<file path="config.mk">
export PLATFORM = sky130hd
export DESIGN_NAME = fti_convert
export DESIGN_NICKNAME = d
export VERILOG_FILES = /design/src/rtl/fti_pkg.sv /design/src/rtl/fti_align.sv /design/src/rtl/fti_round.sv /design/src/rtl/fti_saturate.sv /design/src/rtl/fti_convert.sv
export SDC_FILE = /design/constraint.sdc
export NUM_CORES = 1
export LEC_CHECK = 0
export ABC_AREA = 1
export ABC_CLOCK_PERIOD_IN_PS = 9100
export BUFFER_PORTS_ARGS = -buffer_cell sky130_fd_sc_hd__buf_2
export CORE_MARGIN = 1
export CORE_UTILIZATION = 30
export DETAILED_ROUTE_END_ITERATION = 10
export SLEW_MARGIN = 15
export SYNTH_ARGS = -nofsm -noshare
export SYNTH_HDL_FRONTEND = slang
export SYNTH_SLANG_ARGS = --single-unit
</file>
<file path="constraint.sdc">
create_clock -name clk -period 9.1 [get_ports clk]
set_clock_uncertainty 0.15 [all_clocks]
set_input_delay 1.365 -clock clk [delete_from_list [all_inputs] [get_ports clk]]
set_output_delay 1.365 -clock clk [all_outputs]
set_load 0.02 [all_outputs]
</file>
<file path="src/rtl/fti_pkg.sv">
// Package: shared encodings for the float-to-integer converter.
// Assumes class and rounding-mode codes are fixed at the block boundary.
package fti_pkg;

    typedef enum logic [2:0] {
        CLS_ZERO = 3'd0,
        CLS_NORM = 3'd1,
        CLS_INF  = 3'd2,
        CLS_QNAN = 3'd3,
        CLS_SNAN = 3'd4
    } fp_class_e;

    typedef enum logic [1:0] {
        RND_NEAR = 2'd0,
        RND_ZERO = 2'd1,
        RND_UP   = 2'd2,
        RND_DOWN = 2'd3
    } rnd_mode_e;

endpackage

</file>
<file path="src/rtl/fti_align.sv">
// Module: fti_align
// Places the significand on the integer grid. It returns the integer part,
// the guard bit (first bit below the integer LSB) and the OR of everything
// below the guard, sticky included.
// Assumes SIG_W >= 2 and an exponent field wide enough to hold INT_W.
// Exponents >= INT_W are flagged as out of range; their integer part is don't-care.
module fti_align #(
    parameter int INT_W = 32,
    parameter int EXP_W = 12,
    parameter int SIG_W = 64
) (
    input  logic signed [EXP_W-1:0] exp_i,
    input  logic        [SIG_W-1:0] sig_i,
    input  logic                    sticky_i,
    output logic        [INT_W-1:0] int_o,
    output logic                    guard_o,
    output logic                    rest_o,
    output logic                    big_o
);

    localparam int SH_W = $clog2(INT_W + 1);
    localparam int L_W  = INT_W + SIG_W;
    localparam logic signed [EXP_W-1:0] EXP_LIM  = EXP_W'(INT_W);
    localparam logic signed [EXP_W-1:0] EXP_ONE  = EXP_W'(1);
    localparam logic signed [EXP_W-1:0] EXP_MIN1 = -EXP_W'(1);

    logic              tiny;
    logic signed [EXP_W-1:0] exp_p1;
    logic [SH_W-1:0]   sh;
    logic [L_W-1:0]    wide;

    // Range decode and left-shift amount (exp+1 positions).
    always_comb begin
        big_o  = (exp_i >= EXP_LIM);
        tiny   = (exp_i < EXP_MIN1);
        exp_p1 = exp_i + EXP_ONE;
        sh     = (big_o || tiny) ? '0 : SH_W'(exp_p1);
        wide   = {{INT_W{1'b0}}, sig_i} << sh;
    end

    // Split the shifted value into integer, guard and lower bits.
    always_comb begin
        if (tiny) begin
            int_o   = '0;
            guard_o = 1'b0;
            rest_o  = (|sig_i) | sticky_i;
        end else begin
            int_o   = wide[L_W-1:SIG_W];
            guard_o = wide[SIG_W-1];
            rest_o  = (|wide[SIG_W-2:0]) | sticky_i;
        end
    end

endmodule

</file>
<file path="src/rtl/fti_round.sv">
// Module: fti_round
// Decides the increment for integer rounding and reports inexactness.
// Assumes guard/rest come from fti_align and mode codes from fti_pkg.
module fti_round
    import fti_pkg::*;
(
    input  logic       lsb_i,
    input  logic       guard_i,
    input  logic       rest_i,
    input  logic       sign_i,
    input  logic [1:0] mode_i,
    input  logic       trunc_i,
    output logic       inc_o,
    output logic       inexact_o
);

    logic [1:0] eff_mode;

    // Apply the truncate override, then choose the increment per mode.
    always_comb begin
        eff_mode  = trunc_i ? RND_ZERO : mode_i;
        inexact_o = guard_i | rest_i;
        unique case (eff_mode)
            RND_NEAR: inc_o = guard_i & (rest_i | lsb_i);
            RND_ZERO: inc_o = 1'b0;
            RND_UP:   inc_o = inexact_o & ~sign_i;
            default:  inc_o = inexact_o & sign_i;
        endcase
    end

endmodule

</file>
<file path="src/rtl/fti_saturate.sv">
// Module: fti_saturate
// Applies the increment and checks the sign-dependent range. It then
// either negates the magnitude or substitutes the saturation value,
// and produces the final flags. NaN classes are forced negative.
// Assumes int_i/inc_i are only meaningful for in-range normal operands.
module fti_saturate
    import fti_pkg::*;
#(
    parameter int INT_W = 32
) (
    input  logic             sign_i,
    input  logic [2:0]       cls_i,
    input  logic             big_i,
    input  logic [INT_W-1:0] int_i,
    input  logic             inc_i,
    input  logic             inexact_i,
    output logic [INT_W-1:0] res_o,
    output logic             invalid_o,
    output logic             snan_o,
    output logic             inexact_o,
    output logic             rndup_o
);

    localparam logic [INT_W:0] HALF = (INT_W+1)'(1) << (INT_W - 1);

    logic [INT_W:0] mag;
    logic [INT_W:0] lim;
    logic           ovf;
    logic           sat_sign;
    logic           is_zero;

    // Rounded magnitude and its sign-dependent acceptance limit.
    always_comb begin
        mag = {1'b0, int_i} + {{INT_W{1'b0}}, inc_i};
        lim = HALF + {{INT_W{1'b0}}, sign_i};
    end

    // Classify the operand into zero, overflow or accepted.
    always_comb begin
        is_zero  = 1'b0;
        snan_o   = 1'b0;
        sat_sign = sign_i;
        ovf      = 1'b0;
        unique case (cls_i)
            CLS_ZERO: is_zero = 1'b1;
            CLS_NORM: ovf = big_i || (mag >= lim);
            CLS_INF:  ovf = 1'b1;
            CLS_SNAN: begin
                snan_o   = 1'b1;
                sat_sign = 1'b1;
                ovf      = 1'b1;
            end
            default: begin
                sat_sign = 1'b1;
                ovf      = 1'b1;
            end
        endcase
    end

    // Select the result word and the final flags.
    always_comb begin
        if (is_zero) begin
            res_o     = '0;
            invalid_o = 1'b0;
            inexact_o = 1'b0;
            rndup_o   = 1'b0;
        end else if (ovf) begin
            res_o     = {sat_sign, {(INT_W-1){~sat_sign}}};
            invalid_o = 1'b1;
            inexact_o = 1'b0;
            rndup_o   = 1'b0;
        end else begin
            res_o     = sign_i ? (~mag[INT_W-1:0] + 1'b1) : mag[INT_W-1:0];
            invalid_o = 1'b0;
            inexact_o = inexact_i;
            rndup_o   = inc_i;
        end
    end

endmodule

</file>
<file path="src/rtl/fti_convert.sv">
// Module: fti_convert (top)
// Converts an unpacked floating-point operand to a saturated signed
// integer. There is one register stage at the output.
// Assumes a normalized significand for class normal and EXP_W able to hold INT_W.
module fti_convert
    import fti_pkg::*;
#(
    parameter int INT_W = 32,
    parameter int EXP_W = 12,
    parameter int SIG_W = 64
) (
    input  logic                    clk,
    input  logic                    rst_n,
    input  logic                    sign_i,
    input  logic [2:0]              cls_i,
    input  logic signed [EXP_W-1:0] exp_i,
    input  logic [SIG_W-1:0]        sig_i,
    input  logic                    sticky_i,
    input  logic [1:0]              mode_i,
    input  logic                    trunc_i,
    output logic [INT_W-1:0]        res_o,
    output logic                    invalid_o,
    output logic                    snan_o,
    output logic                    inexact_o,
    output logic                    rndup_o
);

    localparam logic [INT_W-1:0] INT_MIN = {1'b1, {(INT_W-1){1'b0}}};

    logic [INT_W-1:0] int_part;
    logic             guard;
    logic             rest;
    logic             big;
    logic             inc;
    logic             inexact_raw;
    logic [INT_W-1:0] res_d;
    logic             invalid_d;
    logic             snan_d;
    logic             inexact_d;
    logic             rndup_d;

    fti_align #(.INT_W(INT_W), .EXP_W(EXP_W), .SIG_W(SIG_W)) u_align (
        .exp_i    (exp_i),
        .sig_i    (sig_i),
        .sticky_i (sticky_i),
        .int_o    (int_part),
        .guard_o  (guard),
        .rest_o   (rest),
        .big_o    (big)
    );

    fti_round u_round (
        .lsb_i     (int_part[0]),
        .guard_i   (guard),
        .rest_i    (rest),
        .sign_i    (sign_i),
        .mode_i    (mode_i),
        .trunc_i   (trunc_i),
        .inc_o     (inc),
        .inexact_o (inexact_raw)
    );

    fti_saturate #(.INT_W(INT_W)) u_sat (
        .sign_i    (sign_i),
        .cls_i     (cls_i),
        .big_i     (big),
        .int_i     (int_part),
        .inc_i     (inc),
        .inexact_i (inexact_raw),
        .res_o     (res_d),
        .invalid_o (invalid_d),
        .snan_o    (snan_d),
        .inexact_o (inexact_d),
        .rndup_o   (rndup_d)
    );

    // Output register stage with synchronous active-low reset.
    always_ff @(posedge clk) begin
        if (!rst_n) begin
            res_o     <= '0;
            invalid_o <= 1'b0;
            snan_o    <= 1'b0;
            inexact_o <= 1'b0;
            rndup_o   <= 1'b0;
        end else begin
            res_o     <= res_d;
            invalid_o <= invalid_d;
            snan_o    <= snan_d;
            inexact_o <= inexact_d;
            rndup_o   <= rndup_d;
        end
    end

    a_r1_zero_clean: assert property (@(posedge clk) disable iff (!rst_n)
        (cls_i == CLS_ZERO) |=> (res_o == '0 && !invalid_o && !snan_o && !inexact_o && !rndup_o));

    a_r2_snan_result: assert property (@(posedge clk) disable iff (!rst_n)
        (cls_i == CLS_SNAN) |=> (snan_o && invalid_o && res_o == INT_MIN));

    a_r2_snan_source: assert property (@(posedge clk) disable iff (!rst_n)
        snan_o |-> ($past(cls_i) == CLS_SNAN));

    a_r5_invalid_drops_inexact: assert property (@(posedge clk) disable iff (!rst_n)
        invalid_o |-> (!inexact_o && !rndup_o));

    a_r9_trunc_never_rounds_up: assert property (@(posedge clk) disable iff (!rst_n)
        trunc_i |=> !rndup_o);

    a_r10_rndup_implies_inexact: assert property (@(posedge clk) disable iff (!rst_n)
        rndup_o |-> inexact_o);

    a_r10_sign_of_result: assert property (@(posedge clk) disable iff (!rst_n)
        (!invalid_o && res_o != '0) |-> (res_o[INT_W-1] == $past(sign_i)));

    a_r12_reset_clears: assert property (@(posedge clk)
        !rst_n |=> (res_o == '0 && !invalid_o && !snan_o && !inexact_o && !rndup_o));

endmodule

</file>
==> impl_metrics.env, run 1 <==
export IMPL_status="finished clean"
export IMPL_synthesis_area_um2=9970
export IMPL_grt_busiest_layer="met2"
export IMPL_grt_pass1_wl_um=66400
export IMPL_cts_max_level=2
export IMPL_grt_use_total_pct=24.5
export IMPL_die_x_um=184
export IMPL_worstPathRequired_ns=9.09
export IMPL_io_buffers=121
export IMPL_ys_ff_latch=36
export IMPL_grt_ovfl_total=0
export IMPL_period_needed_ns=8.16
export IMPL_layout_common_cells="nand2_1 (652), nand3_1 (516), inv_1 (173)"
export IMPL_critPathArrivalTime_ns=8.15
export IMPL_grt_pass1_vias=12285
export IMPL_via_per_inst=5.54
export IMPL_cts_setup_buffers=0
export IMPL_crit_path_max_incr_delay_ns=0.46
export IMPL_worst_ir_drop_vdd_mv=0.119
export IMPL_synth_edf_count=0
export IMPL_fin_area_um2=10900
export IMPL_fmax_mhz=122
export IMPL_synth_cells=1995
export IMPL_p_leak_nw=5.70
export IMPL_crit_path_end_kind="flop"
export IMPL_layout_commonest_cell="nand2_1"
export IMPL_synth_top_area_share_pct=25.9
export IMPL_cts_hold_buf=0
export IMPL_yosys_warnings=0
export IMPL_wl_um=41800
export IMPL_cts_sinks=36
export IMPL_dpl_instance_area_um2=10800
export IMPL_setup_worst_path_start="exp_i[0]"
export IMPL_core_area_um2=32600
export IMPL_grt_max_degree=76
export IMPL_initial_core_util_pct=30.6
export IMPL_combPwrFrac_pct=62.1
export IMPL_die_h_um=184
export IMPL_hold_violations=0
export IMPL_setup_worst_path_end="res_o[13]$_SDFF_PP0_"
export IMPL_wl_per_cell_um=16.8
export IMPL_hpwl_um=34500
export IMPL_cpLargestDelayFamily="simple AND/OR/NAND/NOR gates"
export IMPL_use_met1_pct=34.5
export IMPL_dr_pass1_iters=6
export IMPL_max_slew_worst_pin_slew_ns=0.895
export IMPL_cpMostUsedCell="nand2_1"
export IMPL_met3_usage_pct=1.70
export IMPL_syn_num_nets=2087
export IMPL_cts_tree="built"
export IMPL_rsz0062_at_grt="no"
export IMPL_power_switching_uw=476
export IMPL_power_frac_clock_pct=19.9
export IMPL_rows=66
export IMPL_path_buf_inv=3
export IMPL_dieArea_um2=34000
export IMPL_drtAntennaViolNets=0
export IMPL_yosys_area_top_type="nand3_1"
export IMPL_cts_made_buffers=5
export IMPL_ys_flop_type="dfxtp_1"
export IMPL_antenna_found_initial=0
export IMPL_powerDensity_nw_per_um2=86.2
export IMPL_clock_root_buffer="clkbuf_16"
export IMPL_start_kind="input port"
export IMPL_ys_seq_area_share_pct=7.23
export IMPL_clock_path_buffers=2
export IMPL_p_int_uw=466
export IMPL_drt_initial_drc_count=1788
export IMPL_power_total_uw=942
export IMPL_hp_class="in -> reg"
export IMPL_fin_crit_sh_pct=89.7
export IMPL_cts_resized_gates=0
export IMPL_swShare_pct=50.5
export IMPL_crit_slowest_cell="clkinv_2"
export IMPL_clk_transition_reported_paths_ns=0.05
export IMPL_synthArstFlopShare_pct=0
export IMPL_fin_tns_setup_ns=0
export IMPL_met2_usage_pct=40.6
export IMPL_nets=2135
export IMPL_syn_avg_cell_area_um2=5.00
export IMPL_setup_viol=0
export IMPL_max_slew_margin_pct=39.7
export IMPL_drcViolationCount=0
export IMPL_seqPwrFrac_pct=18.0
export IMPL_area_delta_synth_final_pct=9.70
export IMPL_vias=13779
export IMPL_ios=122
export IMPL_cp_max_fo=49
export IMPL_antennaDiodeCount=0
export IMPL_place_gp_congestion=0.979
export IMPL_synth_area_top_cells="nand3_1 (26%), nand2_1 (25%), nand4_1 (9.0%)"
export IMPL_drive_gt1_share_pct=11.7
export IMPL_drv_cap=0
export IMPL_synthDistinctLibCells=49
export IMPL_path_class="in -> reg"
export IMPL_post_route_util_pct=33.5
export IMPL_cp_num_cells=43
export IMPL_drv_slew=0
[synthesized netlist by cell type (10+ instances only)]
cell	instances
nand2_1	652
nand3_1	516
inv_1	173
nand4_1	143
nor2_1	128
buf_2	43
dfxtp_1	36
o21ai_0	33
clkbuf_1	29
inv_2	28
nor4_1	20
xor2_1	19
nor2_2	18
nand2_2	17
nor3_1	15
buf_1	12
a21oi_1	11
buf_6	11
buf_4	10
[logic make-up (layout without fill, tap and decap cells)]
family	after synthesis	count (layout)	share of synthesized area, %
buf+inv	311	360	13.5
simple gates	1540	1540	71.7
flops	36	36	7.23
mux	1	1	0.100
fa+ha+maj	6	6	0.753
compound gates	75	75	4.48
xor+xnor	26	26	2.28
[final cells by class]
| type | instances | area, um2 |
|---|---|---|
| clock buffers | 5 | 125 |
| clock inverters | 3 | 42.5 |
| fillers | 3770 | 21700 |
| inverters | 206 | 774 |
| multi-input cells | 1648 | 7910 |
| flip-flops and latches | 36 | 721 |
| well taps | 442 | 553 |
| repair buffers | 146 | 806 |
[how the worst min path moves through the flow]
stage	start	to	slack, ns	depth (start not counted)
6_report	cls_i[1]	snan_o$_SDFF_PN0_	1.15	2
5_1_grt	cls_i[1]	snan_o$_SDFF_PN0_	1.17	2
4_1_cts	cls_i[1]	snan_o$_SDFF_PN0_	1.15	2
3_5_place_dp	cls_i[1]	snan_o$_SDFF_PN0_	1.43	2
3_3_place_gp	cls_i[1]	snan_o$_SDFF_PN0_	1.42	2
2_1_floorplan	cls_i[1]	snan_o$_SDFF_PN0_	1.29	1
[flip-flops by register name, summed over array words and instances (netlist names)]
| name | count |
|---|---|
| res_o | 32 |
| inexact_o | 1 |
| invalid_o | 1 |
| rndup_o | 1 |
| snan_o | 1 |
[power by group through the flow]
| stage | clock network [mW] | logic [mW] | registers, mW |
|---|---|---|---|
| after floorplan | 0 | 0.394 | 0.186 |
| after detailed placement | 0 | 0.569 | 0.173 |
| after global placement | 0 | 0.570 | 0.173 |
| after global routing | 0.198 | 0.649 | 0.171 |
| final | 0.188 | 0.585 | 0.170 |
| after CTS | 0.191 | 0.571 | 0.170 |
[stage by stage]
stage	hold WS [ns]	setup slack [ns]	cells
2_1_floorplan	1.29	2.65	1995
3_3_place_gp	1.42	0.973	2478
3_5_place_dp	1.43	0.859	2478
6_report	1.15	0.936	2486
4_1_cts	1.15	1.09	2486
5_1_grt	1.17	0.313	2486
[routing by layer]
metal | share of wire, % | up-vias
li1 | - | 6795
met1 | 47 | 6294
met2 | 44 | 622
met3 | 6.6 | 68
met4 | 2.1 | 0
met5 | 0 | -
(Power assumes the default switching activity.)
==> run 2, diff against run 1 <==
Settings changed: ABC_AREA 1 to not set.
==> run 2 against run 1 <==
Die area increased by 18%; combinational power about the same; non-clock buffer count grew 296; critical path depth down 14; utilization up 5.4 points; sequential share of layout area shrank 1.8 points; maximum frequency down 7.3%; highest routed layer is now met5.
==> impl_metrics.env, run 2 <==
export IMPL_drcViolationCount=0
export IMPL_status="finished clean"
export IMPL_antenna_found_initial=1
export IMPL_synthArstFlopShare_pct=0
export IMPL_setup_viol=0
export IMPL_synth_area_top_cells="dfxtp_1 (6.1%), nand2_1 (5.5%), mux2i_1 (5.3%)"
export IMPL_cp_max_fo=14
export IMPL_cts_tree="built"
export IMPL_grt_ovfl_total=0
export IMPL_syn_num_nets=1817
export IMPL_synth_cells=1725
export IMPL_syn_avg_cell_area_um2=6.81
export IMPL_initial_core_util_pct=30.4
export IMPL_layout_commonest_cell="buf_4"
export IMPL_grt_use_total_pct=37.7
export IMPL_synthDistinctLibCells=105
export IMPL_clock_root_buffer="clkbuf_16"
export IMPL_grt_busiest_layer="met2"
export IMPL_drive_gt1_share_pct=28.8
export IMPL_wl_per_cell_um=30.2
export IMPL_hp_class="in -> reg"
export IMPL_rsz0062_at_grt="no"
export IMPL_critPathArrivalTime_ns=8.79
export IMPL_crit_slowest_cell="or4_1"
export IMPL_use_met1_pct=46.4
export IMPL_vias=16559
export IMPL_fmax_mhz=114
export IMPL_setup_worst_path_end="res_o[23]$_SDFF_PP0_"
export IMPL_setup_worst_path_start="exp_i[10]"
export IMPL_period_needed_ns=8.81
export IMPL_synth_top_area_share_pct=6.13
export IMPL_synth_edf_count=0
export IMPL_core_area_um2=38600
export IMPL_ys_seq_area_share_pct=6.13
export IMPL_path_class="in -> reg"
export IMPL_dp_cells=2526
export IMPL_yosys_warnings=0
export IMPL_crit_path_max_incr_delay_ns=0.58
export IMPL_cts_sinks=36
export IMPL_dieArea_um2=40000
export IMPL_fin_cells=2535
export IMPL_met3_usage_pct=4.82
export IMPL_crit_path_end_kind="flop"
export IMPL_nFillCells=4181
export IMPL_drv_cap=0
export IMPL_powerDensity_nw_per_um2=61.2
export IMPL_synthMostInstantiatedCell="nand2_1"
export IMPL_drtAntennaViolNets=0
export IMPL_max_slew_worst_pin_slew_ns=1.08
export IMPL_cts_hold_buf=0
export IMPL_layout_common_cells="buf_4 (303), nand2_1 (172), nor2_1 (145)"
export IMPL_seq_area_um2=721
export IMPL_antennaDiodeCount=0
export IMPL_top_register="res_o"
export IMPL_grt_max_degree=54
export IMPL_nets=2108
export IMPL_synthTopCellsByCount="nand2_1 (172), nor2_1 (146), a21oi_1 (96), o21ai_0 (86), nand3_1 (71)"
export IMPL_die_h_um=200
export IMPL_ios=122
export IMPL_start_kind="input port"
export IMPL_ys_ff_latch=36
export IMPL_worstPathRequired_ns=9.09
export IMPL_hold_violations=0
export IMPL_clock_path_buffers=2
export IMPL_ys_flop_type="dfxtp_1"
export IMPL_cts_made_buffers=5
export IMPL_clk_transition_reported_paths_ns=0.06
export IMPL_drv_slew=0
export IMPL_fin_crit_sh_pct=96.8
export IMPL_largest_reg_flops=32
export IMPL_grt_pass1_vias=15505
export IMPL_p_leak_nw=5.98
export IMPL_grt_pass1_wl_um=109000
export IMPL_place_gp_congestion=1.03
export IMPL_met2_usage_pct=62.0
export IMPL_wl_um=76600
export IMPL_fin_tns_setup_ns=0
export IMPL_via_per_inst=6.53
export IMPL_cts_max_level=2
export IMPL_yosys_area_top_type="dfxtp_1"
export IMPL_die_x_um=200
export IMPL_dr_pass1_iters=6
export IMPL_hpwl_um=62200
export IMPL_worst_ir_drop_vdd_mv=0.0533
export IMPL_timing_hold_ws_ns=1.15
export IMPL_area_delta_synth_final_pct=28.2
export IMPL_drt_initial_drc_count=1872
export IMPL_multi_input_area_um2=10200
export IMPL_rows=72
export IMPL_synthesis_area_um2=11700
export IMPL_max_slew_margin_pct=26.4
export IMPL_io_buffers=121
[run 2: layout make-up]
class                      count  area share, %
sequential                    36           4.79
tap                          518           4.30
multi-input combinational   1505           67.8
timing repair buffer         442           21.4
clock buffer                   5          0.831
inverter                      26          0.648
clock inverter                 3          0.141
[run 2: what timing repair did]
action | CTS | global route
buffers inserted | 0 | 1
endpoints found under the hold margin | 0 | 0
endpoints found under the setup margin | 0 | 35
gates resized for setup | 0 | 5
[run 2: power by group]
| part | internal [mW] | switching [mW] |
|---|---|---|
| clock | 0.102 | 0.0680 |
| sequential | 0.164 | 0.00116 |
| combinational | 0.232 | 0.356 |
| total | 0.497 | 0.425 |
[run 2: critical path, delay by kind of cell]
family	cells	cell delay, ns
compound gates	13	2.96
fa+ha+maj	2	0.43
buf+inv	3	0.51
xor+xnor	1	0.20
simple gates	10	3.30
[run 2: cell families after synthesis]
family | Yosys count | share of synthesized area (%)
AO/OA/AOI/OAI | 588 | 35.7
XOR/XNOR | 78 | 5.93
adder cells (fa/ha/maj) | 7 | 0.724
buffers and inverters | 184 | 7.73
flip-flops | 36 | 6.13
multiplexers | 123 | 11.6
AND/OR/NAND/NOR | 709 | 32.2
[run 2: per-layer routing]
metal  wire, um  part of all wire (%)  vias up
met5         12                 0.016        -
met4       5740                   7.5        2
met3       6310                   8.2      245
met2      34500                    45     1057
met1      30100                    39     7935
li1           -                     -     7320
[run 2: worst min path at each step]
stage,startpoint,end,slack [ns],cells after the start
after global placement,cls_i[0],snan_o$_SDFF_PN0_,1.45,2
after global routing,cls_i[0],snan_o$_SDFF_PN0_,1.16,2
after detailed placement,cls_i[0],snan_o$_SDFF_PN0_,1.45,2
after floorplan,cls_i[0],snan_o$_SDFF_PN0_,1.29,1
final,cls_i[0],snan_o$_SDFF_PN0_,1.15,2
after CTS,cls_i[0],snan_o$_SDFF_PN0_,1.15,2
[run 2: per-stage QoR]
stage                     utilization, %  cell area (um2)  power [mW]  setup WS (ns)
final                               39.0            15100       0.922          0.295
after detailed placement            38.5            14900       0.733         0.0558
after floorplan                        -            11800       0.478        0.00346
after CTS                           38.9            15000       0.903          0.362
after global placement              38.5            14900       0.733         0.0757
after global routing                39.0            15100       0.957         0.0194
